`src/rtl/lpm_pkg.sv`:
```
package lpm_pkg;
  typedef enum logic [1:0] {
    MODE_RUN  = 2'd0,
    MODE_IDLE = 2'd1,
    MODE_PD   = 2'd2
  } lpm_mode_e;

  typedef enum logic [1:0] {
    PSEL_NORMAL = 2'd0,
    PSEL_LATCH  = 2'd1,
    PSEL_ADDR   = 2'd2,
    PSEL_FLOAT  = 2'd3
  } lpm_psel_e;
endpackage

```
`src/rtl/lpm_mode_fsm.sv`:
```
module lpm_mode_fsm
  import lpm_pkg::*;
#(
  parameter int DW       = 8,
  parameter int IDLE_BIT = 0,
  parameter int PD_BIT   = 1,
  parameter int ARM_BIT  = 7
) (
  input  logic          clk,
  input  logic          rst,
  input  logic          reg_wr,
  input  logic [DW-1:0] reg_wdata,
  input  logic          irq_pend,
  input  logic          fetch_valid,
  input  logic          fetch_ext,
  output lpm_mode_e     mode_q,
  output lpm_mode_e     mode_d,
  output logic          ext_lat_d
);
  logic armed_q, armed_d;
  logic ext_last_q, ext_last_d;
  logic ext_lat_q;
  logic ext_now;
  logic req_idle, req_pd, req_arm;
  logic unused_wdata;

  assign req_idle     = reg_wdata[IDLE_BIT];
  assign req_pd       = reg_wdata[PD_BIT];
  assign req_arm      = reg_wdata[ARM_BIT];
  assign unused_wdata = ^reg_wdata;
  assign ext_now      = fetch_valid ? fetch_ext : ext_last_q;

  always_comb begin
    mode_d     = mode_q;
    armed_d    = armed_q;
    ext_last_d = ext_last_q;
    ext_lat_d  = ext_lat_q;
    case (mode_q)
      MODE_RUN: begin
        if (fetch_valid) ext_last_d = fetch_ext;
        if (reg_wr) begin
          armed_d = req_arm;
          if (req_pd && armed_q)  mode_d = MODE_PD;
          else if (req_idle)      mode_d = MODE_IDLE;
          if (mode_d != MODE_RUN) begin
            ext_lat_d = ext_now;
            armed_d   = 1'b0;
          end
        end
      end
      MODE_IDLE: begin
        if (irq_pend) mode_d = MODE_RUN;
      end
      MODE_PD: begin
        mode_d = MODE_PD;
      end
      default: mode_d = MODE_RUN;
    endcase
  end

  always_ff @(posedge clk) begin
    if (rst) begin
      mode_q     <= MODE_RUN;
      armed_q    <= 1'b0;
      ext_last_q <= 1'b0;
      ext_lat_q  <= 1'b0;
    end else begin
      mode_q     <= mode_d;
      armed_q    <= armed_d;
      ext_last_q <= ext_last_d;
      ext_lat_q  <= ext_lat_d;
    end
  end

  // a pending interrupt always ends idle one cycle later
  a_r3_idle_wakes: assert property (@(posedge clk) disable iff (rst)
    (mode_q == MODE_IDLE && irq_pend) |=> (mode_q == MODE_RUN));

  // power-down is left only through reset
  a_r5_pd_sticky: assert property (@(posedge clk) disable iff (rst)
    (mode_q == MODE_PD) |=> (mode_q == MODE_PD));

  // power-down is only ever entered from a power-down write in run
  a_r4_pd_from_write: assert property (@(posedge clk) disable iff (rst)
    (mode_q == MODE_PD && $past(mode_q) == MODE_RUN)
      |-> ($past(reg_wr) && $past(req_pd) && $past(armed_q)));

  // the captured fetch origin is frozen while asleep
  a_r10_flag_frozen: assert property (@(posedge clk) disable iff (rst)
    (mode_q != MODE_RUN) |=> $stable(ext_lat_q));

  // writes during sleep never move to another sleep state
  a_r11_sleep_write_ignored: assert property (@(posedge clk) disable iff (rst)
    (mode_q == MODE_IDLE && !irq_pend) |=> (mode_q == MODE_IDLE));
endmodule

```
`src/rtl/lpm_clk_en.sv`:
```
module lpm_clk_en
  import lpm_pkg::*;
#(
  parameter int              NUM_PER       = 4,
  parameter logic [NUM_PER-1:0] PER_IDLE_MASK = '1
) (
  input  logic               clk,
  input  logic               rst,
  input  lpm_mode_e          mode_d,
  output logic               cpu_clk_en,
  output logic               cpu_wr_en,
  output logic               wdt_clk_en,
  output logic [NUM_PER-1:0] per_clk_en,
  output logic               port_in_en
);
  logic run_d, idle_d;

  assign run_d  = (mode_d == MODE_RUN);
  assign idle_d = (mode_d == MODE_IDLE);

  always_ff @(posedge clk) begin
    if (rst) begin
      cpu_clk_en <= 1'b1;
      cpu_wr_en  <= 1'b1;
      wdt_clk_en <= 1'b1;
      port_in_en <= 1'b1;
    end else begin
      cpu_clk_en <= run_d;
      cpu_wr_en  <= run_d;
      wdt_clk_en <= run_d;
      port_in_en <= run_d | idle_d;
    end
  end

  for (genvar i = 0; i < NUM_PER; i++) begin : g_per
    always_ff @(posedge clk) begin
      if (rst) per_clk_en[i] <= 1'b1;
      else     per_clk_en[i] <= run_d | (idle_d & PER_IDLE_MASK[i]);
    end
  end

  // a stopped CPU clock never coincides with register writes
  a_r2_cpu_frozen: assert property (@(posedge clk) disable iff (rst)
    !cpu_clk_en |-> !cpu_wr_en);

  // the watchdog never runs while the CPU is stopped
  a_r2_wdt_off: assert property (@(posedge clk) disable iff (rst)
    !cpu_clk_en |-> !wdt_clk_en);

  // no peripheral clock once input sampling has stopped
  a_r5_all_off: assert property (@(posedge clk) disable iff (rst)
    !port_in_en |-> (per_clk_en == '0 && !cpu_clk_en));
endmodule

```
`src/rtl/lpm_pin_ovr.sv`:
```
module lpm_pin_ovr
  import lpm_pkg::*;
(
  input  logic      clk,
  input  logic      rst,
  input  lpm_mode_e mode_d,
  input  logic      ext_lat_d,
  output logic      bus_ovr,
  output logic      bus_lvl,
  output lpm_psel_e p0_sel,
  output lpm_psel_e p2_sel,
  output lpm_psel_e p13_sel
);
  lpm_psel_e p0_nx, p2_nx, p13_nx;

  always_comb begin
    p0_nx  = PSEL_NORMAL;
    p2_nx  = PSEL_NORMAL;
    p13_nx = PSEL_NORMAL;
    case (mode_d)
      MODE_IDLE: begin
        p0_nx = ext_lat_d ? PSEL_FLOAT : PSEL_LATCH;
        p2_nx = ext_lat_d ? PSEL_ADDR  : PSEL_LATCH;
      end
      MODE_PD: begin
        p0_nx  = ext_lat_d ? PSEL_FLOAT : PSEL_LATCH;
        p2_nx  = PSEL_LATCH;
        p13_nx = PSEL_LATCH;
      end
      default: ;
    endcase
  end

  always_ff @(posedge clk) begin
    if (rst) begin
      bus_ovr <= 1'b0;
      bus_lvl <= 1'b0;
      p0_sel  <= PSEL_NORMAL;
      p2_sel  <= PSEL_NORMAL;
      p13_sel <= PSEL_NORMAL;
    end else begin
      bus_ovr <= (mode_d != MODE_RUN);
      bus_lvl <= (mode_d == MODE_IDLE);
      p0_sel  <= p0_nx;
      p2_sel  <= p2_nx;
      p13_sel <= p13_nx;
    end
  end

  // strobes held high only in idle, where ports 1/3 keep running
  a_r6_idle_pins: assert property (@(posedge clk) disable iff (rst)
    (bus_ovr && bus_lvl) |-> (p13_sel == PSEL_NORMAL));

  // a floating port 0 implies port 2 is overridden too
  a_r8_float_pairs: assert property (@(posedge clk) disable iff (rst)
    (p0_sel == PSEL_FLOAT) |-> (p2_sel != PSEL_NORMAL));

  // no pin override without strobe override
  a_r6_no_stray_ovr: assert property (@(posedge clk) disable iff (rst)
    !bus_ovr |-> (p0_sel == PSEL_NORMAL && p2_sel == PSEL_NORMAL));
endmodule

```
`src/rtl/lpm_ctrl.sv`:
```
module lpm_ctrl
  import lpm_pkg::*;
#(
  parameter int                 DW            = 8,
  parameter int                 NUM_PER       = 4,
  parameter int                 IDLE_BIT      = 0,
  parameter int                 PD_BIT        = 1,
  parameter int                 ARM_BIT       = 7,
  parameter logic [NUM_PER-1:0] PER_IDLE_MASK = '1
) (
  input  logic               clk,
  input  logic               rst,
  input  logic               reg_wr,
  input  logic [DW-1:0]      reg_wdata,
  input  logic               irq_pend,
  input  logic               fetch_valid,
  input  logic               fetch_ext,
  output logic [1:0]         mode_o,
  output logic               cpu_clk_en,
  output logic               cpu_wr_en,
  output logic               wdt_clk_en,
  output logic [NUM_PER-1:0] per_clk_en,
  output logic               port_in_en,
  output logic               bus_ovr,
  output logic               bus_lvl,
  output logic [1:0]         p0_sel,
  output logic [1:0]         p2_sel,
  output logic [1:0]         p13_sel
);
  lpm_mode_e mode_q, mode_d;
  logic      ext_lat_d;
  lpm_psel_e p0_e, p2_e, p13_e;

  lpm_mode_fsm #(
    .DW(DW), .IDLE_BIT(IDLE_BIT), .PD_BIT(PD_BIT), .ARM_BIT(ARM_BIT)
  ) i_fsm (
    .clk(clk), .rst(rst), .reg_wr(reg_wr), .reg_wdata(reg_wdata),
    .irq_pend(irq_pend), .fetch_valid(fetch_valid), .fetch_ext(fetch_ext),
    .mode_q(mode_q), .mode_d(mode_d), .ext_lat_d(ext_lat_d)
  );

  lpm_clk_en #(
    .NUM_PER(NUM_PER), .PER_IDLE_MASK(PER_IDLE_MASK)
  ) i_clk (
    .clk(clk), .rst(rst), .mode_d(mode_d),
    .cpu_clk_en(cpu_clk_en), .cpu_wr_en(cpu_wr_en), .wdt_clk_en(wdt_clk_en),
    .per_clk_en(per_clk_en), .port_in_en(port_in_en)
  );

  lpm_pin_ovr i_pin (
    .clk(clk), .rst(rst), .mode_d(mode_d), .ext_lat_d(ext_lat_d),
    .bus_ovr(bus_ovr), .bus_lvl(bus_lvl),
    .p0_sel(p0_e), .p2_sel(p2_e), .p13_sel(p13_e)
  );

  assign mode_o  = mode_q;
  assign p0_sel  = p0_e;
  assign p2_sel  = p2_e;
  assign p13_sel = p13_e;

  // power-down holds the strobes low
  a_r5_pd_bus_low: assert property (@(posedge clk) disable iff (rst)
    (mode_q == MODE_PD) |-> (bus_ovr && !bus_lvl && !port_in_en));

  // idle keeps the peripheral clocks that the mask selects
  a_r2_idle_per_on: assert property (@(posedge clk) disable iff (rst)
    (mode_q == MODE_IDLE) |-> (per_clk_en == PER_IDLE_MASK && !cpu_clk_en));

  // run means no overrides and a running CPU
  a_r1_run_clean: assert property (@(posedge clk) disable iff (rst)
    (mode_q == MODE_RUN) |-> (!bus_ovr && cpu_clk_en && p13_sel == 2'd0));
endmodule

```
`config.mk`:
```
export PLATFORM = sky130hd
export DESIGN_NAME = lpm_ctrl
export DESIGN_NICKNAME = d
export VERILOG_FILES = /design/src/rtl/lpm_pkg.sv /design/src/rtl/lpm_mode_fsm.sv /design/src/rtl/lpm_clk_en.sv /design/src/rtl/lpm_pin_ovr.sv /design/src/rtl/lpm_ctrl.sv
export SDC_FILE = /design/constraint.sdc
export NUM_CORES = 1
export LEC_CHECK = 0
export ABC_AREA = 1
export BUFFER_PORTS_ARGS = -buffer_cell sky130_fd_sc_hd__buf_2
export CORE_MARGIN = 2
export CORE_UTILIZATION = 35
export DETAILED_ROUTE_END_ITERATION = 12
export GPL_TIMING_DRIVEN = 1
export PLACE_DENSITY = 0.6
export REMOVE_ABC_BUFFERS = 1
export SYNTH_ARGS = -nofsm -noshare
export SYNTH_HDL_FRONTEND = slang
export SYNTH_HIERARCHICAL = 1
export SYNTH_SLANG_ARGS = --single-unit
```
`constraint.sdc`:
```
create_clock -name clk -period 2.3 [get_ports clk]
set_input_delay 0.345 -clock clk [delete_from_list [all_inputs] [get_ports clk]]
set_output_delay 0.345 -clock clk [all_outputs]
set_load 0.03 [all_outputs]
```
==> results.json <==
{
  "r2r-end": "i_pin/p0_sel[0]",
  "io_pins": 32,
  "slew_violations": 0,
  "dp_cells": 127,
  "cts_resized": 0,
  "status": "completed",
  "die_w_um": 47.4,
  "yosysTopAreaCell": "dfxtp_1",
  "pwr-share-clk": 0.312,
  "routedWlPerCell_um": 7.53,
  "cts_tree": "built",
  "fillers": 186,
  "die-area_um2": 2240,
  "crit_path_end_kind": "flip-flop",
  "portBuffers": 25,
  "setup_viol": 0,
  "power_density_nw_per_um2": 698,
  "layout_setup_ws_ns": 0.768,
  "antenna_cells": 0,
  "vdd_drop_max_mv": 0.290,
  "syn_area_um2": 658,
  "power_frac_comb": 0.218,
  "worstHoldStart": "irq_pend",
  "synth_top_family_by_area": "simple AND/OR/NAND/NOR gates",
  "drive_gt1_frac": 0.406,
  "path_clk_slew_ns": 0.09,
  "vias_per_cell": 4.07,
  "ys_seq_area_frac": 0.426,
  "grt_pass1_wl_um": 1650,
  "whs_path_depth": 3,
  "synth_compound_area_frac": 0.0608,
  "fin_cells": 131,
  "hold_buffers": 0,
  "ff2ff_path_depth": 9,
  "synth_area_leaders": "dfxtp_1 43%, inv_1 8.6%, buf_4 8.0%",
  "numCtsBuffers": 3,
  "drv_cap": 0,
  "syn-mean-instance-area_um2": 7.93,
  "yosysTopAreaCellShare": 0.426,
  "utilization": 0.462,
  "hold-worst-slack_ns": 0.351,
  "ys_warn_count": 6,
  "min_path_type": "in2reg",
  "start_kind": "flip-flop",
  "power.leakage_nw": 0.427,
  "r2r-start": "i_fsm/mode_q[0]",
  "r2r_slack_ns": 0.77,
  "path_class": "reg2reg",
  "p_int_uw": 394,
  "drtPass1Iterations": 3,
  "drtIter0Drc": 4,
  "final_cell_mix": "25 x buf_2, 15 x inv_1, 14 x dfxtp_1, 10 x nor2_1, 8 x nand2_1",
  "critPathMaxFanout": 6,
  "seq_power_share": 0.470,
  "nets": 124,
  "drt-total-wl_um": 987,
  "whs_endpoint": "i_fsm/mode_q[0]",
  "switching_share": 0.299,
  "crit_path_start": "i_fsm/mode_q[0]",
  "ys_ff_latch": 14,
  "track_usage": 0.109,
  "ys_types": 21,
  "synth_xor_area_frac": 0,
  "die_h_um": 47.4,
  "root_buffer": "clkbuf_4",
  "clock_sinks": 14,
  "num_vias": 533,
  "final_common_cell": "buf_2",
  "worstPathArrival_ns": 1.71,
  "ant_nets": 0,
  "min_period_ns": 1.53,
  "grt_setup_unrepaired": "false",
  "hold_viol_final": 0,
  "start_util": 0.377,
  "gp_routability_congestion": 0.713,
  "clk_latency_ns": 0.28,
  "fin_tns_setup_ns": 0,
  "fp-row-count": 15,
  "coreArea_um2": 1750,
  "p_sw_uw": 168,
  "grt_pass1_vias": 425,
  "post_cts_buffers": 0,
  "cts_buffer_depth": 2,
  "fmax_ghz": 0.653,
  "synth-simple-area-share": 0.255,
  "post-route-drc-count": 0,
  "synth.area.mux_share": 0,
  "htreeDepth": 1,
  "area_growth_pct": 22.4,
  "synthAdderAreaFrac": 0.0570,
  "pre_cts_ws_ns": 0.748,
  "finClkSkew_ns": 0.00818,
  "hpwl_um": 809,
  "synthCells": 83,
  "finalCritPeriodShare": 0.666,
  "required_ns": 2.48,
  "antenna_found_initial": 0,
  "grt_start_max_net_pins": 12,
  "grt_overflow": 0
}
[power by group through the flow]
stage | clock [mW] | combinational, mW | sequential [mW]
after CTS | 0.185 | 0.125 | 0.265
after global placement | 0 | 0.123 | 0.270
after floorplan | 0 | 0.0592 | 0.301
after detailed placement | 0 | 0.124 | 0.270
final | 0.175 | 0.123 | 0.264
after global routing | 0.192 | 0.137 | 0.267
[cells in the mapped netlist (all sizes together)]
cell / instances
nor2: 12
nand3b: 2
nor4: 1
nand3: 4
nand2: 13
o21bai: 1
o21ai: 1
dfxtp: 14
buf: 7
conb: 1
inv: 19
a21oi: 4
ha: 3
nor3: 1
[flip-flops by register name, indices dropped and copies added, names as in the netlist]
| name | cells |
|---|---|
| i_fsm/ext_last_q | 1 |
| i_pin/p13_sel | 1 |
| i_pin/bus_ovr | 1 |
| i_clk/wdt_clk_en | 1 |
| i_fsm/armed_q | 1 |
| i_clk/per_clk_en | 1 |
| i_fsm/mode_q | 2 |
| i_fsm/ext_lat_q | 1 |
| i_pin/bus_lvl | 1 |
| i_pin/p0_sel | 2 |
| i_pin/p2_sel | 2 |
[worst max-delay path: stages (launching register included)]
cell	delay, ns
dfxtp_1	0.37
inv_2	0.09
nand2_4	0.07
nor2_4	0.12
nand3b_1	0.11
nand2_1	0.13
inv_1	0.08
ha_1	0.32
nand2_2	0.11
inv_1	0.04
[worst max path at each step]
stage	end	cells past startpoint	slack [ns]
after floorplan	i_pin/p0_sel[1]	6	0.61
after global routing	i_pin/p0_sel[1]	9	0.65
final	i_pin/p0_sel[0]	9	0.77
after detailed placement	i_pin/p0_sel[0]	9	0.75
after global placement	i_pin/p0_sel[1]	9	0.78
after CTS	i_pin/p0_sel[0]	9	0.75
[final cells by class]
| cell class | count | area [um^2] | area share |
|---|---|---|---|
| clock buffers | 4 | 36.3 | 0.0450 |
| flip-flops and latches | 14 | 280 | 0.348 |
| inverters | 19 | 76.3 | 0.0947 |
| well taps | 25 | 31.3 | 0.0388 |
| multi-input cells | 43 | 249 | 0.309 |
| repair buffers | 26 | 133 | 0.165 |
[metrics by stage]
stage / total power [mW] / cell area, um^2
6_report: 0.562 / 806
5_1_grt: 0.595 / 806
4_1_cts: 0.574 / 806
3_5_place_dp: 0.395 / 769
3_3_place_gp: 0.393 / 769
2_1_floorplan: 0.360 / 606
[layer usage]
| metal | up-vias | GRT usage | wire length, um |
|---|---|---|---|
| li1 | 286 | - | - |
| met1 | 229 | 0.123 | 447 |
| met2 | 16 | 0.162 | 465 |
| met3 | 2 | 0.0346 | 51 |
| met4 | 0 | 0.100 | 21 |
| met5 | - | 0 | 0 |
[cells by family after synthesis]
kind of cell | after synthesis
DFF | 14
and+or+nand+nor | 33
other | 1
buffers and inverters | 26
AOI/OAI and AO/OA | 6
adders and majority gates | 3
No activity file was read; power rests on OpenSTA's default activity.
